--- src/rtl/acc_alu_pkg.sv ---
package acc_alu_pkg;
  localparam int OPC_W = 8;

  typedef enum logic [OPC_W-1:0] {
    OPC_ADD   = 8'h00,
    OPC_STORE = 8'h01,
    OPC_LOAD  = 8'h02,
    OPC_JUMP  = 8'h03,
    OPC_JNEG  = 8'h04,
    OPC_SUB   = 8'h05,
    OPC_XOR   = 8'h06,
    OPC_OR    = 8'h07,
    OPC_AND   = 8'h08,
    OPC_JPOS  = 8'h09,
    OPC_JZERO = 8'h0A,
    OPC_ADDI  = 8'h0B,
    OPC_OUT   = 8'h0C,
    OPC_SHL   = 8'h0D,
    OPC_SHR   = 8'h0E
  } opc_e;

  typedef enum logic [1:0] {
    LOGIC_XOR = 2'd0,
    LOGIC_OR  = 2'd1,
    LOGIC_AND = 2'd2
  } logic_op_e;
endpackage

--- src/rtl/acc_operand_sel.sv ---
module acc_operand_sel #(
  parameter int DATA_W  = 16,
  parameter int FIELD_W = 8,
  parameter int SHAMT_W = 4
) (
  input  logic [FIELD_W-1:0] field_i,
  output logic [DATA_W-1:0]  imm_o,
  output logic [SHAMT_W-1:0] shamt_o
);
  localparam int PAD_W = DATA_W - FIELD_W;

  // zero-extended immediate
  assign imm_o   = {{PAD_W{1'b0}}, field_i};
  // only the low bits of the field carry the shift amount
  assign shamt_o = field_i[SHAMT_W-1:0];
endmodule

--- src/rtl/acc_logic_unit.sv ---
module acc_logic_unit
  import acc_alu_pkg::*;
#(
  parameter int DATA_W = 16
) (
  input  logic [DATA_W-1:0] a_i,
  input  logic [DATA_W-1:0] b_i,
  input  logic_op_e         op_i,
  output logic [DATA_W-1:0] y_o
);
  for (genvar b = 0; b < DATA_W; b++) begin : g_bit
    always_comb begin
      unique case (op_i)
        LOGIC_XOR: y_o[b] = a_i[b] ^ b_i[b];
        LOGIC_OR:  y_o[b] = a_i[b] | b_i[b];
        default:   y_o[b] = a_i[b] & b_i[b];
      endcase
    end
  end
endmodule

--- src/rtl/acc_shifter.sv ---
module acc_shifter #(
  parameter int DATA_W  = 16,
  parameter int SHAMT_W = 4,
  parameter bit LEFT    = 1'b1
) (
  input  logic [DATA_W-1:0]  a_i,
  input  logic [SHAMT_W-1:0] amt_i,
  output logic [DATA_W-1:0]  y_o
);
  logic [DATA_W-1:0] stage [0:SHAMT_W];

  assign stage[0] = a_i;

  for (genvar i = 0; i < SHAMT_W; i++) begin : g_stage
    if (LEFT) begin : g_left
      assign stage[i+1] = amt_i[i] ? (stage[i] << (2**i)) : stage[i];
    end else begin : g_right
      assign stage[i+1] = amt_i[i] ? (stage[i] >> (2**i)) : stage[i];
    end
  end

  assign y_o = stage[SHAMT_W];
endmodule

--- src/rtl/acc_alu.sv ---
module acc_alu
  import acc_alu_pkg::*;
#(
  parameter int DATA_W  = 16,
  parameter int FIELD_W = 8,
  parameter int SHAMT_W = 4
) (
  input  logic [OPC_W-1:0]   opcode_i,
  input  logic [DATA_W-1:0]  acc_i,
  input  logic [DATA_W-1:0]  mdr_i,
  input  logic [FIELD_W-1:0] field_i,
  output logic [DATA_W-1:0]  acc_next_o,
  output logic               acc_we_o,
  output logic               zero_o,
  output logic               neg_o
);
  logic [DATA_W-1:0]  imm;
  logic [SHAMT_W-1:0] shamt;
  logic [DATA_W-1:0]  sum_mem, sum_imm, diff_mem;
  logic [DATA_W-1:0]  logic_y, shl_y, shr_y;
  logic_op_e          lop;

  acc_operand_sel #(.DATA_W(DATA_W), .FIELD_W(FIELD_W), .SHAMT_W(SHAMT_W)) u_opsel (
    .field_i (field_i),
    .imm_o   (imm),
    .shamt_o (shamt)
  );

  assign sum_mem  = acc_i + mdr_i;
  assign sum_imm  = acc_i + imm;
  assign diff_mem = acc_i - mdr_i;

  always_comb begin
    unique case (opcode_i)
      OPC_XOR: lop = LOGIC_XOR;
      OPC_OR:  lop = LOGIC_OR;
      default: lop = LOGIC_AND;
    endcase
  end

  acc_logic_unit #(.DATA_W(DATA_W)) u_logic (
    .a_i  (acc_i),
    .b_i  (mdr_i),
    .op_i (lop),
    .y_o  (logic_y)
  );

  acc_shifter #(.DATA_W(DATA_W), .SHAMT_W(SHAMT_W), .LEFT(1'b1)) u_shl (
    .a_i   (acc_i),
    .amt_i (shamt),
    .y_o   (shl_y)
  );

  acc_shifter #(.DATA_W(DATA_W), .SHAMT_W(SHAMT_W), .LEFT(1'b0)) u_shr (
    .a_i   (acc_i),
    .amt_i (shamt),
    .y_o   (shr_y)
  );

  always_comb begin
    acc_next_o = acc_i;
    acc_we_o   = 1'b1;
    case (opcode_i)
      OPC_ADD:                  acc_next_o = sum_mem;
      OPC_SUB:                  acc_next_o = diff_mem;
      OPC_LOAD:                 acc_next_o = mdr_i;
      OPC_XOR, OPC_OR, OPC_AND: acc_next_o = logic_y;
      OPC_ADDI:                 acc_next_o = sum_imm;
      OPC_SHL:                  acc_next_o = shl_y;
      OPC_SHR:                  acc_next_o = shr_y;
      default:                  acc_we_o   = 1'b0;
    endcase
  end

  assign zero_o = (acc_i == '0);
  assign neg_o  = acc_i[DATA_W-1];
endmodule

--- config.mk ---
export PLATFORM = sky130hd
export DESIGN_NAME = acc_alu
export DESIGN_NICKNAME = d
export VERILOG_FILES = /design/src/rtl/acc_alu_pkg.sv /design/src/rtl/acc_operand_sel.sv /design/src/rtl/acc_logic_unit.sv /design/src/rtl/acc_shifter.sv /design/src/rtl/acc_alu.sv
export SDC_FILE = /design/constraint.sdc
export NUM_CORES = 1
export LEC_CHECK = 0
export BUFFER_PORTS_ARGS = -buffer_cell sky130_fd_sc_hd__buf_2
export CAP_MARGIN = 20
export CORE_MARGIN = 1.5
export CORE_UTILIZATION = 45
export DETAILED_ROUTE_END_ITERATION = 16
export PLACE_DENSITY = 0.65
export SLEW_MARGIN = 5
export SYNTH_ARGS = -nofsm -noshare
export SYNTH_HDL_FRONTEND = slang
export SYNTH_HIERARCHICAL = 1
export SYNTH_SLANG_ARGS = --single-unit
--- constraint.sdc ---
create_clock -name vclk -period 5.7
set_input_delay 1.14 -clock vclk [all_inputs]
set_output_delay 1.14 -clock vclk [all_outputs]
set_load 0.05 [all_outputs]
==> summary.md, run 1 <==
| Metric | Value |
|---|---|
| Total number of nets in the final design | roughly 830 |
| Master of the slowest instance on the critical path | sky130_fd_sc_hd__or3_4 |
| Post-synth design cell area | around 0.0047 sq mm |
| Routed len/inst | 19.4 um |
| Rows | 37 |
| Slew margin rel. | 0.465 |
| Overall die height | 105 um |
| Gpl congestion | roughly 0.97 |
| HPWL reported at the end of detailed placement | between 10000 and 15000 um |
| Crit path time final | 5.70 ns |
| List of cells traversed by the critical path | buf_8, inv_4, ha_4, nor3b_4, nand2_2, or3_4, or3_4, nor4_4, o21ai_1, o311ai_1, ha_1, a21oi_2, o21ai_2, a31oi_4, o41ai_4, xor2_2, a221oi_2, o21ai_2, buf_6 |
| Final hold violation count | 0 |
| Worst slew pin tran | 0.800 ns |
| Final setup violation count | 1 |
| Wire length of the first global-routing pass | between 20000 and 30000 um |
| Category of cells accounting for the largest share of critical-path delay | simple AND/OR/NAND/NOR gates |
| Worst Hold End | neg_o |
| DP Worst Slack | -0.156 ns |
| Congestion Overflow GR | 0 |
| Layout area overhead | 14.3% |
| Number of antenna violations at the first check in global routing | 0 |
| Placeable core area | 0.0102 sq mm |
| Top-level port count | between 60 and 70 |
| Run status | complete, but fails checks |
| Critical Path RT | approximately 4.6 ns |
| Finished layout cell area | 0.00539 sq mm |
| Number of hold-repair buffers added at the cts stage | 0 |
| Total routing usage reported by global routing | 0.289 |
| Overall power | 0.431 mW |
| Reported max-cap violation count | 0 |
| Worst Hold Class | input pin to primary output |
| Count of cell types in the netlist | 71 |
| Setup repair after global routing missed its margin | true |
| Most numerous cell in the Yosys netlist | sky130_fd_sc_hd__nand2_1 |
| Crit share post-route | 1.00 |
| Total via count in the routed design | ~5500 |
| Power Dens Cells | 79.9 mW/mm^2 |
| Hold path startpoint | acc_i[15] |
| Hold path cells | 2 |
| Max Slew Vio Count | 0 |
| Avg Synthesized Cell Area | ~7 sq um |
| Setup TNS | -0.00297 ns |
| Sum of routed wire length over all layers | roughly 17000 um |
| Total cell area at the placement stage | 0.00519 sq mm |
| Vias in the first global route | 5032 |
| Crit-path max FO | 6 |
| Fraction of layout instances using a drive strength above 1 | 0.249 |
| Biggest cell delay along the critical path | roughly 0.42 ns |
| Proportion of netlist area held by the largest area contributor | 0.135 |
| Floorplan die area | 0.0111 sq mm |
| Synthesis warning total | 6 |
| Post-detailed-route DRC marker count | 0 |
| Critical Path AT | 4.56 ns |
| Detailed-router iteration count before antenna repair | 6 |
| Type of element capturing the critical path | primary output |
| Flip-flop and latch count | 0 |
| Leak | 2.38 nW |
| Biggest area contributors in the synthesized netlist | sky130_fd_sc_hd__ha_1 (14%), sky130_fd_sc_hd__nand2_1 (6.9%), sky130_fd_sc_hd__o21ai_0 (5.4%), sky130_fd_sc_hd__mux4_2 (5.3%), sky130_fd_sc_hd__mux2i_1 (4.7%) |
| Largest net degree at the start of global routing | 34 |
| Upper clock frequency limit | between 150 and 200 MHz |
| Synth Instances | 671 |
| Worst Slack Setup Final | -0.00297 ns |
| WP buf/inv | 3 |
| Final-layout worst hold slack | about 2.7 ns |
| Avg Vias per Cell | 6.36 |
| Most frequent cells after synthesis | sky130_fd_sc_hd__nand2_1 (87), sky130_fd_sc_hd__ha_1 (51), sky130_fd_sc_hd__o21ai_0 (51) |
| Ant diodes | 0 |
| Crit path kind | input pin to primary output |
| Violation count after the first detailed-routing iteration | approximately 530 |
| Portion of the post-synthesis area used by sequential elements | 0 |
| Total of clock buffers placed in the layout | 0 |
| Violated checks | setup timing |
| Area taken by flip-flops and latches | 0 sq um |
| Detail Route Antenna Nets | 0 |
| Post-synthesis cell type with the largest combined area | sky130_fd_sc_hd__ha_1 |
| Chip Width | between 100 and 150 um |
| Number of port buffers | 67 |
| Worst voltage drop across the vdd grid | 0.0000487 V |
| Kind of start point of the critical path | input pin |
| Initial standard-cell utilization of the core | 0.461 |
[worst max path at each step]
| stage | end | slack (ns) | cells past startpoint | start |
|---|---|---|---|---|
| CTS | acc_next_o[15] | -0.04 | 19 | mdr_i[0] |
| detailed placement | acc_next_o[15] | -0.16 | 19 | mdr_i[0] |
| floorplan | acc_next_o[14] | -0.04 | 17 | opcode_i[0] |
| finish | acc_next_o[15] | -0.003 | 19 | mdr_i[1] |
| global route | acc_next_o[15] | -0.16 | 19 | mdr_i[1] |
| global placement | acc_next_o[15] | -0.09 | 17 | mdr_i[0] |
[stage by stage]
stage          utilization  cells
4_1_cts              0.511    859
3_3_place_gp         0.507    859
3_5_place_dp         0.507    859
2_1_floorplan            -    678
5_1_grt              0.527    863
6_report             0.527    863
[report_power, final]
part | internal (mW) | switching [mW] | leakage (nW)
Sequential | 0 | 0 | 0
Combinational | 0.169 | 0.262 | 2.38
Clock | 0 | 0 | 0
Total | 0.169 | 0.262 | 2.38
[area by class of cell]
type	instances	area [sq um]
fill	1009	4840
tap	136	170
multi-input combinational	565	4320
inverter	50	193
timing repair buffer	112	704
[cells in the final DEF, fill, tap and decap left out, drive strengths merged, types with 4 or more instances in the layout]
| cell | synthesis | layout |
|---|---|---|
| buf | 40 | 111 |
| nand2 | 87 | 87 |
| o21ai | 56 | 56 |
| ha | 51 | 51 |
| nor2 | 50 | 50 |
| inv | 49 | 49 |
| a21oi | 31 | 31 |
| a22oi | 22 | 22 |
| mux2i | 22 | 22 |
| nor2b | 18 | 18 |
| and2 | 17 | 17 |
| mux4 | 17 | 17 |
| o31ai | 16 | 16 |
| nor3 | 14 | 14 |
| nand3 | 13 | 13 |
| a221oi | 12 | 12 |
| mux2 | 11 | 11 |
| o211ai | 10 | 10 |
| nor4 | 10 | 10 |
| nand2b | 9 | 9 |
| conb | 1 | 8 |
| xnor2 | 7 | 7 |
| xor2 | 7 | 7 |
| o311ai | 7 | 7 |
| a22o | 6 | 6 |
| a31oi | 5 | 5 |
| or3 | 5 | 5 |
| a21boi | 5 | 5 |
| o221ai | 4 | 4 |
| nand4 | 4 | 4 |
| and3 | 4 | 4 |
[logic make-up (layout without fill, tap and decap cells)]
kind of cell	count (synthesis)	in the layout	synth area share
and+or+nand+nor	241	241	0.253
AOI/OAI and AO/OA	200	200	0.302
buffers and inverters	113	162	0.119
adders and majority gates	52	52	0.139
muxes	50	50	0.160
xor gates and xnor gates	14	14	0.0260
other	1	8	0.000795
[metal layers]
| metal | routed length [um] | up-vias | part of all wire | track usage |
|---|---|---|---|---|
| met4 | 359 | 0 | 0.021 | 0.0695 |
| met2 | 7780 | 285 | 0.46 | 0.482 |
| met1 | 7300 | 2606 | 0.43 | 0.403 |
| met3 | 1350 | 33 | 0.080 | 0.0204 |
| li1 | - | 2562 | - | - |
| met5 | 0 | - | 0 | 0 |
[timing repair]
item / 4_1_cts / 5_1_grt
endpoints found under the setup margin: 3 / 8
pin swaps: 1 / 18
gates resized for setup: 6 / 39
buffers inserted: 0 / 4
No activity file was read; power rests on OpenSTA's default activity.
==> run 2, diff against run 1 <==
CELL_PAD_IN_SITES_DETAIL_PLACEMENT = 2   (was unset)
CELL_PAD_IN_SITES_GLOBAL_PLACEMENT = 2   (was unset)
CORE_UTILIZATION = 35   (was 45)
PLACE_DENSITY = unset   (was 0.65)
PLACE_DENSITY_LB_ADDON = 0.1   (was unset)
==> run 2 against run 1 <==
Effect of this change:
- the run now ends clean
- maximum frequency increased by 0.68%
- critical path depth did not move
- worst setup slack improved by 0.038 ns
- first-iteration DRC count decreased by 45%
==> summary.md, run 2 (synthesis gave the netlist of run 1 again) <==
| Metric | Value |
|---|---|
| Run status | finished, final reports clean |
| Sum of routed wire length over all layers | 21600 um |
| Overall power | approximately 0.45 mW |
| Vias in the first global route | between 6000 and 7000 |
| Crit share post-route | 0.994 |
| Biggest cell delay along the critical path | between 0.3 and 0.4 ns |
| Power Dens Cells | 81.8 mW/mm^2 |
| Total number of nets in the final design | 842 |
| Crit path time final | 5.66 ns |
| Category of cells accounting for the largest share of critical-path delay | simple AND/OR/NAND/NOR gates |
| Gpl congestion | approximately 0.9 |
| Area taken by flip-flops and latches | 0 sq um |
| Overall die height | roughly 120 um |
| Max Slew Vio Count | 0 |
| List of cells traversed by the critical path | buf_2, inv_1, ha_4, nor3b_4, nand2_2, or3_4, or3_4, nor4_2, o21ai_1, o311ai_1, ha_1, a21oi_2, o21ai_0, a31oi_1, o41ai_2, xor2_1, a221oi_2, o21ai_2, buf_6 |
| Upper clock frequency limit | 177 MHz |
| Critical Path RT | 4.56 ns |
| Avg Vias per Cell | 6.21 |
| DP Worst Slack | -0.385 ns |
| Cell count after placement | 913 |
| Routed len/inst | 23.6 um |
| Final hold violation count | 0 |
| Critical Path AT | 4.52 ns |
| WP buf/inv | 3 |
| Cell repeated most along the worst path | sky130_fd_sc_hd__or3_4 |
| Detail Route Antenna Nets | 0 |
| Leading cell type in the layout, fill and taps excluded | sky130_fd_sc_hd__nand2_1 |
| Rows | 42 |
| Type of element capturing the critical path | primary output |
| Flip-flop and latch count | 0 |
| Number of port buffers | 67 |
| Total of clock buffers placed in the layout | 0 |
| Setup TNS | 0 ns |
| Worst Hold Class | input pin to primary output |
| Detailed-router iteration count before antenna repair | 6 |
| Crit path kind | input pin to primary output |
| Count of placed standard cells in the final layout, fillers left out | 917 |
| Total area of multi-input combinational cells | approximately 0.0043 sq mm |
| Wire length of the first global-routing pass | 33800 um |
| Kind of start point of the critical path | input pin |
| Final setup violation count | 0 |
| Power Internal | 0.171 mW |
| Switching power | ~0.28 mW |
| Worst voltage drop across the vdd grid | 0.0000405 V |
| Sw Share | 0.619 |
| Number of antenna violations at the first check in global routing | 1 |
| Worst Slack Setup Final | 0.0354 ns |
| Finished layout cell area | 0.00548 sq mm |
| Critical path depth | 19 |
| Placeable core area | roughly 0.013 sq mm |
| Crit-path max FO | 6 |
| HPWL reported at the end of detailed placement | 16600 um |
| Commonest cells after routing, fill and taps aside | sky130_fd_sc_hd__nand2_1 (86), sky130_fd_sc_hd__buf_2 (63), sky130_fd_sc_hd__buf_4 (58), sky130_fd_sc_hd__nor2_1 (49), sky130_fd_sc_hd__ha_1 (49) |
| Congestion Overflow GR | 0 |
| Reported max-cap violation count | 0 |
| Worst slew pin tran | 0.982 ns |
| Master of the slowest instance on the critical path | sky130_fd_sc_hd__or3_4 |
| Slew margin rel. | 0.337 |
| Critical path destination | acc_next_o[15] |
| Leak | 2.43 nW |
| Layout area overhead | 16.2% |
| Post-detailed-route DRC marker count | 0 |
| Floorplan die area | about 0.014 sq mm |
| Total cell area at the placement stage | 0.00535 sq mm |
| Chip Width | 119 um |
| Largest net degree at the start of global routing | 40 |
| Total via count in the routed design | between 5000 and 6000 |
| Comb power frac | 1.000 |
| Top-level port count | 67 |
| Violation count after the first detailed-routing iteration | 295 |
| Total routing usage reported by global routing | 0.299 |
| Setup repair after global routing missed its margin | true |
| Filler Cell Count | 1597 |
| Worst setup path startpoint | mdr_i[1] |
| Fraction of layout instances using a drive strength above 1 | 0.258 |
| Portion of total power attributed to sequential cells | 0 |
| Initial standard-cell utilization of the core | 0.358 |
| Part of the power in the clock network | 0 |
[run 2: cell count changes in the layout (fill, tap and decap cells not counted), moves of 2 or more]
cell	delta
sky130_fd_sc_hd__buf_4	+13
sky130_fd_sc_hd__a21oi_2	+2
sky130_fd_sc_hd__and3_4	-2
sky130_fd_sc_hd__inv_4	-2
sky130_fd_sc_hd__and3_1	+2
[run 2: repair_timing]
| action | 4_1_cts | 5_1_grt |
|---|---|---|
| setup endpoints to repair | 2 | 8 |
| resized for setup | 18 | 16 |
| buffers inserted | 2 | 1 |
| hold buffers | 0 | 0 |
| pin swaps | 8 | 8 |
[run 2: worst min path at each step]
| stage | to | slack [ns] | cells after the start | from |
|---|---|---|---|---|
| floorplan | neg_o | 2.45 | 1 | acc_i[15] |
| detailed placement | neg_o | 2.72 | 2 | acc_i[15] |
| global route | neg_o | 2.74 | 2 | acc_i[15] |
| CTS | neg_o | 2.73 | 2 | acc_i[15] |
| global placement | neg_o | 2.72 | 2 | acc_i[15] |
| finish | neg_o | 2.72 | 2 | acc_i[15] |
[run 2: layer usage]
layer / up-vias / track usage / share of wire
met3: 31 / 0.0278 / 0.044
met4: 0 / 0.0828 / 0.022
met2: 158 / 0.524 / 0.49
li1: 2581 / - / -
met1: 2926 / 0.389 / 0.45
met5: - / 0 / 0
[run 2: final cells by class]
type | instances | share of cell area
Antenna cell | 1 | 0.000456
Inverter | 50 | 0.0342
Multi-Input combinational cell | 565 | 0.781
Tap cell | 176 | 0.0402
Timing Repair Buffer | 125 | 0.144
[run 2: power groups by stage]
stage	sequential, mW	clock [mW]	combinational (mW)
2_1_floorplan	0	0	0.277
3_3_place_gp	0	0	0.408
3_5_place_dp	0	0	0.429
4_1_cts	0	0	0.439
5_1_grt	0	0	0.484
6_report	0	0.0000000235	0.448
[run 2: per-stage QoR]
step	utilization	hold WS, ns
floorplan	-	2.45
global placement	0.405	2.72
detailed placement	0.405	2.72
CTS	0.412	2.73
global route	0.415	2.74
finish	0.416	2.72
==> run 3, diff against run 2 <==
CORE_UTILIZATION = 33   (was 35)
SYNTH_HIERARCHICAL = unset   (was 1)
==> run 3 against run 2 <==
Effect of this change:
- the run now ends with setup timing left
- non-clock buffer count is 2 higher
- maximum frequency shrank 1.0%
- largest cell class unchanged
- cell area is 9.3% lower
- critical path depth fell by 5
==> summary.md, run 3 <==
| Metric | Value |
|---|---|
| Number of hold-repair buffers added at the cts stage | 0 |
| Most frequent cells after synthesis | sky130_fd_sc_hd__nor2_1 (61), sky130_fd_sc_hd__a21oi_1 (54), sky130_fd_sc_hd__ha_1 (49) |
| Biggest area contributors in the synthesized netlist | sky130_fd_sc_hd__ha_1 (16%), sky130_fd_sc_hd__mux4_2 (8.1%), sky130_fd_sc_hd__mux2i_1 (7.5%), sky130_fd_sc_hd__a21oi_1 (6.9%), sky130_fd_sc_hd__nor2_1 (5.9%) |
| Power Dens Cells | 91.5 mW/mm^2 |
| Chip Width | 112 um |
| Sum of routed wire length over all layers | about 21000 um |
| Final Core Density | 0.434 |
| Final setup violation count | 5 |
| Commonest cells after routing, fill and taps aside | sky130_fd_sc_hd__buf_2 (59), sky130_fd_sc_hd__nor2_1 (58), sky130_fd_sc_hd__buf_4 (58), sky130_fd_sc_hd__a21oi_1 (46), sky130_fd_sc_hd__ha_1 (46) |
| Post-detailed-route DRC marker count | 0 |
| WP buf/inv | 2 |
| Leak | 2.18 nW |
| Vias in the first global route | 5440 |
| Overall die height | 112 um |
| Master of the slowest instance on the critical path | sky130_fd_sc_hd__or4_1 |
| Rows | 39 |
| Type of element capturing the critical path | primary output |
| Run status | complete, but fails checks |
| Floorplan die area | 0.0124 sq mm |
| Hold path startpoint | acc_i[15] |
| Area taken by flip-flops and latches | 0 sq um |
| Crit share post-route | 1.00 |
| Gpl congestion | 0.923 |
| Post-synthesis cell type with the largest combined area | sky130_fd_sc_hd__ha_1 |
| Setup TNS | -0.0760 ns |
| Count of cell types in the netlist | 64 |
| Total routing usage reported by global routing | 0.321 |
| Hold path cells | 2 |
| Slew margin rel. | 0.496 |
| Critical Path AT | between 4 and 5 ns |
| Total via count in the routed design | 5123 |
| Fraction of layout instances using a drive strength above 1 | 0.318 |
| Max Slew Vio Count | 0 |
| Worst slew pin tran | 0.756 ns |
| Number of antenna violations at the first check in global routing | 0 |
| Crit path time final | roughly 5.7 ns |
| Biggest cell delay along the critical path | 0.65 ns |
| Violated checks | setup timing |
| Category of cells accounting for the largest share of critical-path delay | simple AND/OR/NAND/NOR gates |
| Synthesis warning total | 0 |
| Synth Instances | about 570 |
| Critical Path RT | 4.56 ns |
| Total number of nets in the final design | ~750 |
| Top-level port count | 67 |
| HPWL reported at the end of detailed placement | approximately 16000 um |
| Worst Slack Setup Final | -0.0228 ns |
| Layout area overhead | 27.9% |
| Reported max-cap violation count | 0 |
| Detail Route Antenna Nets | 0 |
| Avg Vias per Cell | roughly 6.5 |
| Routed len/inst | around 27 um |
| Total of clock buffers placed in the layout | 0 |
| Proportion of netlist area held by the largest area contributor | 0.158 |
| Initial standard-cell utilization of the core | 0.339 |
| Worst Hold Class | input pin to primary output |
| Congestion Overflow GR | 0 |
| List of cells traversed by the critical path | buf_2, or4_1, nor2_1, nand2_1, o31ai_1, mux2i_1, ha_1, nand2_2, nor2_1, a221oi_2, o41ai_4, xnor2_2, o21ai_2, buf_6 |
| Leading cell type in the layout, fill and taps excluded | sky130_fd_sc_hd__buf_2 |
| Portion of the post-synthesis area used by sequential elements | 0 |
| Worst voltage drop across the vdd grid | approximately 0.000046 V |
| Kind of start point of the critical path | input pin |
| Number of port buffers | 67 |
| Detailed-router iteration count before antenna repair | 4 |
| Flip-flop and latch count | 0 |
| Worst Hold End | neg_o |
| Violation count after the first detailed-routing iteration | 363 |
| Post-synth design cell area | 0.00389 sq mm |
| Largest net degree at the start of global routing | 33 |
| Avg Synthesized Cell Area | roughly 6.9 sq um |
| Most numerous cell in the Yosys netlist | sky130_fd_sc_hd__nor2_1 |
| Ant diodes | 0 |
| Wire length of the first global-routing pass | 31600 um |
| Placeable core area | 0.0115 sq mm |
| Crit path kind | input pin to primary output |
| DP Worst Slack | -0.249 ns |
| Crit-path max FO | 6 |
| Upper clock frequency limit | 175 MHz |
| Setup repair after global routing missed its margin | true |
| Cell repeated most along the worst path | sky130_fd_sc_hd__nor2_1 |
| Post-synth net total | 664 |
| Final hold violation count | 0 |
-- run 3: metal layers --
layer  wire length, um  track usage  vias to the layer above
li1                  -            -                     2291
met1              9110        0.423                     2586
met2             10400        0.558                      199
met3              1290       0.0359                       47
met4               639       0.0827                        0
met5                 0            0                        -
-- run 3: worst max-delay path by stage --
stage / start / to / cells past startpoint
after floorplan: opcode_i[7] / acc_next_o[11] / 13
after global placement: opcode_i[7] / acc_next_o[12] / 16
after detailed placement: opcode_i[7] / acc_next_o[13] / 15
after CTS: opcode_i[7] / acc_next_o[13] / 15
after global routing: mdr_i[6] / acc_next_o[14] / 14
final: mdr_i[6] / acc_next_o[14] / 14
-- run 3: through the flow --
stage | hold WS (ns) | total power [mW] | std cells | cell area (sq um)
after floorplan | 2.45 | 0.241 | 566 | 3910
after global placement | 2.74 | 0.373 | 775 | 4580
after detailed placement | 2.74 | 0.391 | 775 | 4580
after CTS | 2.74 | 0.405 | 778 | 4670
after global routing | 2.76 | 0.485 | 788 | 4970
final | 2.75 | 0.455 | 788 | 4970
-- run 3: power breakdown --
part	switching, mW	internal, mW	total, mW
Combinational	0.283	0.172	0.455
Sequential	0	0	0
Clock	0	0	0
Total	0.283	0.172	0.455
-- run 3: cells by family after synthesis --
| group | after synthesis | synth area share |
|---|---|---|
| AO/OA/AOI/OAI | 189 | 0.318 |
| AND/OR/NAND/NOR | 171 | 0.215 |
| buffers and inverters | 91 | 0.0940 |
| multiplexers | 52 | 0.182 |
| adder cells (fa/ha/maj) | 50 | 0.163 |
| XOR/XNOR | 13 | 0.0293 |
-- run 3: layout make-up --
class / instances / area, sq um
fillers: 1359 / 6490
repair buffers: 127 / 848
inverters: 42 / 158
multi-input cells: 476 / 3790
well taps: 143 / 179
-- run 3: what timing repair did --
item	CTS	global route
pin swaps	5	36
endpoints found under the setup margin	8	9
cloned	0	1
resized for setup	20	51
buffers inserted	3	10
